## config.mk

```make
export PLATFORM = sky130hd
export DESIGN_NAME = ext_irq_pin_ctrl
export DESIGN_NICKNAME = d
export VERILOG_FILES = /design/src/rtl/ext_irq_pkg.sv /design/src/rtl/ext_irq_ctrl.sv /design/src/rtl/ext_irq_datapath.sv /design/src/rtl/ext_irq_pin_ctrl.sv
export SDC_FILE = /design/constraint.sdc
export NUM_CORES = 1
export LEC_CHECK = 0
export BUFFER_PORTS_ARGS = -buffer_cell sky130_fd_sc_hd__buf_2
export CORE_AREA = 2 2 39 41
export DETAILED_ROUTE_END_ITERATION = 6
export DIE_AREA = 0 0 41 43
export GPL_TIMING_DRIVEN = 0
export PLACE_DENSITY = 0.67
export SLEW_MARGIN = 20
export SYNTH_ARGS = -nofsm -noshare
export SYNTH_HDL_FRONTEND = slang
export SYNTH_HIERARCHICAL = 1
export SYNTH_SLANG_ARGS = --single-unit
```

## constraint.sdc

```tcl
create_clock -name clk -period 0.95 [get_ports clk]
set_clock_uncertainty 0.05 [all_clocks]
set_input_delay 0.0475 -clock clk [delete_from_list [all_inputs] [get_ports clk]]
set_output_delay 0.0475 -clock clk [all_outputs]
set_load 0.05 [all_outputs]
```

## src/rtl/ext_irq_pkg.sv

```systemverilog
package ext_irq_pkg;
  localparam int REG_W    = 8;
  localparam int MODE_BIT = 0;
  localparam int MASK_BIT = 1;
  localparam int ACK_BIT  = 2;
  localparam int FLAG_BIT = 3;

  typedef struct packed {
    logic wrCtl;    // load mask and mode
    logic newMask;
    logic newMode;
    logic clrReq;   // clear request, already qualified by break rules
  } ctlStrobe_t;
endpackage

```

## src/rtl/ext_irq_ctrl.sv

```systemverilog
module ext_irq_ctrl
  import ext_irq_pkg::*;
#(
  parameter int ADDR_W   = 4,
  parameter int REG_ADDR = 0
) (
  input  logic [ADDR_W-1:0] busAddr,
  input  logic              busRd,
  input  logic              busWr,
  input  logic [REG_W-1:0]  busWdata,
  input  logic              vecFetch,
  input  logic              brkActive,
  input  logic              brkClrEn,
  input  logic              flag,
  input  logic              mask,
  input  logic              mode,
  output ctlStrobe_t        strb,
  output logic [REG_W-1:0]  busRdata
);
  localparam logic [ADDR_W-1:0] REG_SEL = ADDR_W'(REG_ADDR);

  logic addrHit;
  logic wrHit;
  logic ackAllowed;
  logic ackWrite;

  assign addrHit    = (busAddr == REG_SEL);
  assign wrHit      = busWr & addrHit;
  assign ackAllowed = ~brkActive | brkClrEn;
  assign ackWrite   = wrHit & busWdata[ACK_BIT];

  always_comb begin
    strb.wrCtl   = wrHit;
    strb.newMask = busWdata[MASK_BIT];
    strb.newMode = busWdata[MODE_BIT];
    strb.clrReq  = vecFetch | (ackWrite & ackAllowed);
  end

  always_comb begin
    busRdata = '0;
    if (busRd && addrHit) begin
      busRdata[FLAG_BIT] = flag;
      busRdata[MASK_BIT] = mask;
      busRdata[MODE_BIT] = mode;
    end
  end
endmodule

```

## src/rtl/ext_irq_datapath.sv

```systemverilog
module ext_irq_datapath
  import ext_irq_pkg::*;
#(
  parameter int SYNC_STAGES = 2
) (
  input  logic       clk,
  input  logic       rstN,
  input  logic       irqPinN,
  input  ctlStrobe_t strb,
  output logic       latch,
  output logic       mask,
  output logic       mode,
  output logic       pinLevel,
  output logic       fallEdge
);
  logic [SYNC_STAGES-1:0] syncChain;
  logic prevLevel;
  logic clrOk;
  logic latchNext;

  generate
    for (genvar i = 0; i < SYNC_STAGES; i++) begin : g_sync
      if (i == 0) begin : g_first
        always_ff @(posedge clk or negedge rstN) begin
          if (!rstN) syncChain[0] <= 1'b1;
          else       syncChain[0] <= irqPinN;
        end
      end else begin : g_next
        always_ff @(posedge clk or negedge rstN) begin
          if (!rstN) syncChain[i] <= 1'b1;
          else       syncChain[i] <= syncChain[i-1];
        end
      end
    end
  endgenerate

  assign pinLevel = syncChain[SYNC_STAGES-1];

  always_ff @(posedge clk or negedge rstN) begin
    if (!rstN) prevLevel <= 1'b1;
    else       prevLevel <= pinLevel;
  end

  assign fallEdge  = prevLevel & ~pinLevel;
  // level mode refuses a clear while the pin is still low
  assign clrOk     = strb.clrReq & (~mode | pinLevel);
  assign latchNext = fallEdge | (latch & ~clrOk);

  always_ff @(posedge clk or negedge rstN) begin
    if (!rstN) begin
      latch <= 1'b0;
      mask  <= 1'b0;
      mode  <= 1'b0;
    end else begin
      latch <= latchNext;
      if (strb.wrCtl) begin
        mask <= strb.newMask;
        mode <= strb.newMode;
      end
    end
  end


  edge_wins_chk: assert property (@(posedge clk) disable iff (!rstN)
    fallEdge |=> latch);


  lvl_hold_chk: assert property (@(posedge clk) disable iff (!rstN)
    (mode && latch && !pinLevel) |=> latch);


  edge_clr_chk: assert property (@(posedge clk) disable iff (!rstN)
    (!mode && latch && strb.clrReq && !fallEdge) |=> !latch);
endmodule

```

## src/rtl/ext_irq_pin_ctrl.sv

```systemverilog
module ext_irq_pin_ctrl
  import ext_irq_pkg::*;
#(
  parameter int ADDR_W      = 4,
  parameter int REG_ADDR    = 0,
  parameter int SYNC_STAGES = 2
) (
  input  logic              clk,
  input  logic              rstN,
  input  logic              irqPinN,
  input  logic [ADDR_W-1:0] busAddr,
  input  logic              busRd,
  input  logic              busWr,
  input  logic [REG_W-1:0]  busWdata,
  output logic [REG_W-1:0]  busRdata,
  input  logic              vecFetch,
  input  logic              brkActive,
  input  logic              brkClrEn,
  output logic              cpuIrq,
  output logic              pinLevel
);
  ctlStrobe_t strb;
  logic latch;
  logic mask;
  logic mode;
  logic fallEdge;

  ext_irq_ctrl #(.ADDR_W(ADDR_W), .REG_ADDR(REG_ADDR)) u_ctrl (
    .busAddr(busAddr), .busRd(busRd), .busWr(busWr), .busWdata(busWdata),
    .vecFetch(vecFetch), .brkActive(brkActive), .brkClrEn(brkClrEn),
    .flag(latch), .mask(mask), .mode(mode),
    .strb(strb), .busRdata(busRdata)
  );

  ext_irq_datapath #(.SYNC_STAGES(SYNC_STAGES)) u_dp (
    .clk(clk), .rstN(rstN), .irqPinN(irqPinN), .strb(strb),
    .latch(latch), .mask(mask), .mode(mode),
    .pinLevel(pinLevel), .fallEdge(fallEdge)
  );

  assign cpuIrq = latch & ~mask;


  rd_zero_chk: assert property (@(posedge clk) disable iff (!rstN)
    busRd |-> (busRdata[7:4] == 4'h0 && !busRdata[ACK_BIT]));


  mask_gate_chk: assert property (@(posedge clk) disable iff (!rstN)
    mask |-> !cpuIrq);


  brk_guard_chk: assert property (@(posedge clk) disable iff (!rstN)
    (brkActive && !brkClrEn && !vecFetch && busWr && busWdata[ACK_BIT] && latch)
      |=> latch);


  brk_clear_chk: assert property (@(posedge clk) disable iff (!rstN)
    (brkActive && brkClrEn && busWr && busAddr == ADDR_W'(REG_ADDR) &&
     busWdata[ACK_BIT] && !mode && !fallEdge) |=> !latch);
endmodule

```

==> flow_metrics.tcl <==
set metrics [dict create \
    endpoint "busRdata[1]" \
    grt_pass1_vias 305 \
    cpMaxStageDelayCell "dfrtp_2" \
    slew_viol_final 0 \
    fmax_mhz 926.6 \
    cts_tree "yes" \
    drtIter0Drc 0 \
    cts-root-buf "clkbuf_4" \
    grt_overflow 0 \
    yosys_warnings 6 \
    holdWs_ps 31.71 \
    path_max_fanout 3 \
    nets 81 \
    antenna_found_initial 0 \
    cp.depth 2 \
    cts_buffers 3 \
    rows 14 \
    grt_setup_unrepaired "true" \
    clockBufferDepth 2 \
    setup_slack_ps -129.2 \
    worstReg2RegEnd "u_dp/mask$_DFFE_PN0P_" \
    diodes 0 \
    post_drt_wl_per_cell_um 9.789 \
    cts_sinks 6 \
    via_per_inst 3.750 \
    place_ws_ps -329.9 \
    min_period_over_period_pct 113.6 \
    path_cells "and3_4 -> buf_8" \
    r2r_cells 2 \
    ioPinCount 30 \
    post-route-util_pct 44.03 \
    die_w_um 41 \
    grt_max_degree 7 \
    slowest_delay_ps 430 \
    dp_hpwl_um 526.7 \
    die_area_sq_um 1763 \
    outcome "complete, but fails checks" \
    avgSynthCellArea_sq_um 11.89 \
    violations "negative setup slack" \
    finalHoldViolCount 0 \
    initial_core_util_pct 24.05 \
    finalSetupViolCount 7 \
    total_leakage_power_nw 0.3153 \
    power_frac_comb_pct 33.3 \
    netSwitchingFraction_pct 29.75 \
    htreeDepth 1 \
    wirelength_um 744 \
    drt-pass1-iter-count 1 \
    seq_power_share_pct 37.7 \
    arrival_ps 980 \
    clk_pin_slew_worst_paths_ps 50 \
    startpoint_type "flip-flop" \
    io_buffers 17 \
    peakVddDrop_v 0.0007963 \
    clock_power_share_pct 29.0 \
    fin_cells 76 \
    drive_above_1_share_pct 70.00 \
    drcViolationCount 0 \
    antenna_left 0 \
    intPower_mw 0.6057 \
    syn_inst 28 \
    gp_congestion 0.6423 \
    fill_cells 140 \
    required_ps 850 \
    grt_use_total_pct 9.838 \
    core_sq_um 1384 \
    reg2reg_from "u_dp/mask$_DFFE_PN0P_" \
    crit_buf_inv 1 \
    cp-end-kind "output port" \
    grt_pass1_wl_um 1131 \
    timing.setup.tns_ps -538.6 \
    p_switching_mw 0.2565 \
    crit_type "flip-flop to output port" \
    die_h_um 43 \
    period_needed_ps 1079 \
    power-per-cell-area_nw_per_um2 1415 \
    vias 285 \
    startpoint "u_dp/mask$_DFFE_PN0P_" \
    syn_to_final_growth_pct 83.08 \
    drv_cap 0 \
    syn_area_sq_um 332.8 \
    dpl.cell_count 65 \
    r2r_slack_ps -20 \
    critical_path.top_delay_family "flip-flops" \
    hold_path_class "primary input to flip-flop" \
    clk_latency_ps 240 \
]
final cells by class:
class / instances / area [sq um] / share of cell area (%)
Clock buffer: 4 / 26.28 / 4.312
Timing Repair Buffer: 25 / 203.9 / 33.47
Tap cell: 16 / 20.02 / 3.285
Sequential cell: 6 / 155.1 / 25.46
Multi-Input combinational cell: 17 / 147.6 / 24.23
Buffer: 7 / 52.55 / 8.624
Inverter: 1 / 3.754 / 0.6160
worst reg2reg max path: stages (launching register included):
cell	delay (ps)
dfrtp_2	430
buf_6	120
mux2_4	250
sequential cells by signal, indices dropped and copies added, names as in the netlist:
name / flops
u_dp/latch: 1
u_dp/mask: 1
u_dp/mode: 1
u_dp/pinLevel: 1
u_dp/prevLevel: 1
u_dp/syncChain: 1
metrics by stage:
stage                     area [sq um]  total power [mW]
after global routing             609.3            0.9122
after global placement           465.4            0.5287
after detailed placement         465.4            0.5339
final                            609.3            0.8622
after CTS                        585.6            0.8624
after floorplan                  360.3            0.4800
layer usage:
metal	vias to the layer above	track usage, %	share of wire, %
met4	0	8.000	0
met5	-	0	0
met1	127	9.967	38
li1	145	-	-
met3	0	1.571	7.0
met2	13	16.25	55
power by group through the flow:
stage / clock network, mW / logic, mW / registers (mW)
global route: 0.275 / 0.307 / 0.330
floorplan: 0 / 0.155 / 0.325
finish: 0.250 / 0.287 / 0.325
CTS: 0.271 / 0.273 / 0.318
detailed placement: 0 / 0.208 / 0.326
global placement: 0 / 0.204 / 0.325
how the worst min path moves through the flow:
stage	cells after the start	startpoint	slack, ps	end
final	3	vecFetch	30	u_dp/latch$_DFF_PN0_
after floorplan	0	rstN	-300	u_dp/latch$_DFF_PN0_
after detailed placement	1	rstN	-180	u_dp/mode$_DFFE_PN0P_
after global placement	1	rstN	-180	u_dp/mode$_DFFE_PN0P_
after global routing	3	vecFetch	50	u_dp/latch$_DFF_PN0_
after CTS	3	vecFetch	20	u_dp/latch$_DFF_PN0_
cells in the final DEF, fill, tap and decap left out, drive strengths merged:
master / count
buf: 28
conb: 5
dlygate4sd3: 4
clkbuf: 4
dfstp: 3
and3: 3
dfrtp: 3
mux2: 2
nor2b: 1
nor4: 1
and2: 1
nand2b: 1
a41o: 1
inv: 1
a21oi: 1
o22ai: 1
repair_timing:
item                                   CTS  global route
resized for setup                       11             6
pin swaps                                1             4
setup endpoints to repair                7             8
setup buffers                            4             0
endpoints found under the hold margin    9             0
hold buffers                             4             0
Power figures use the tool's default switching activity.
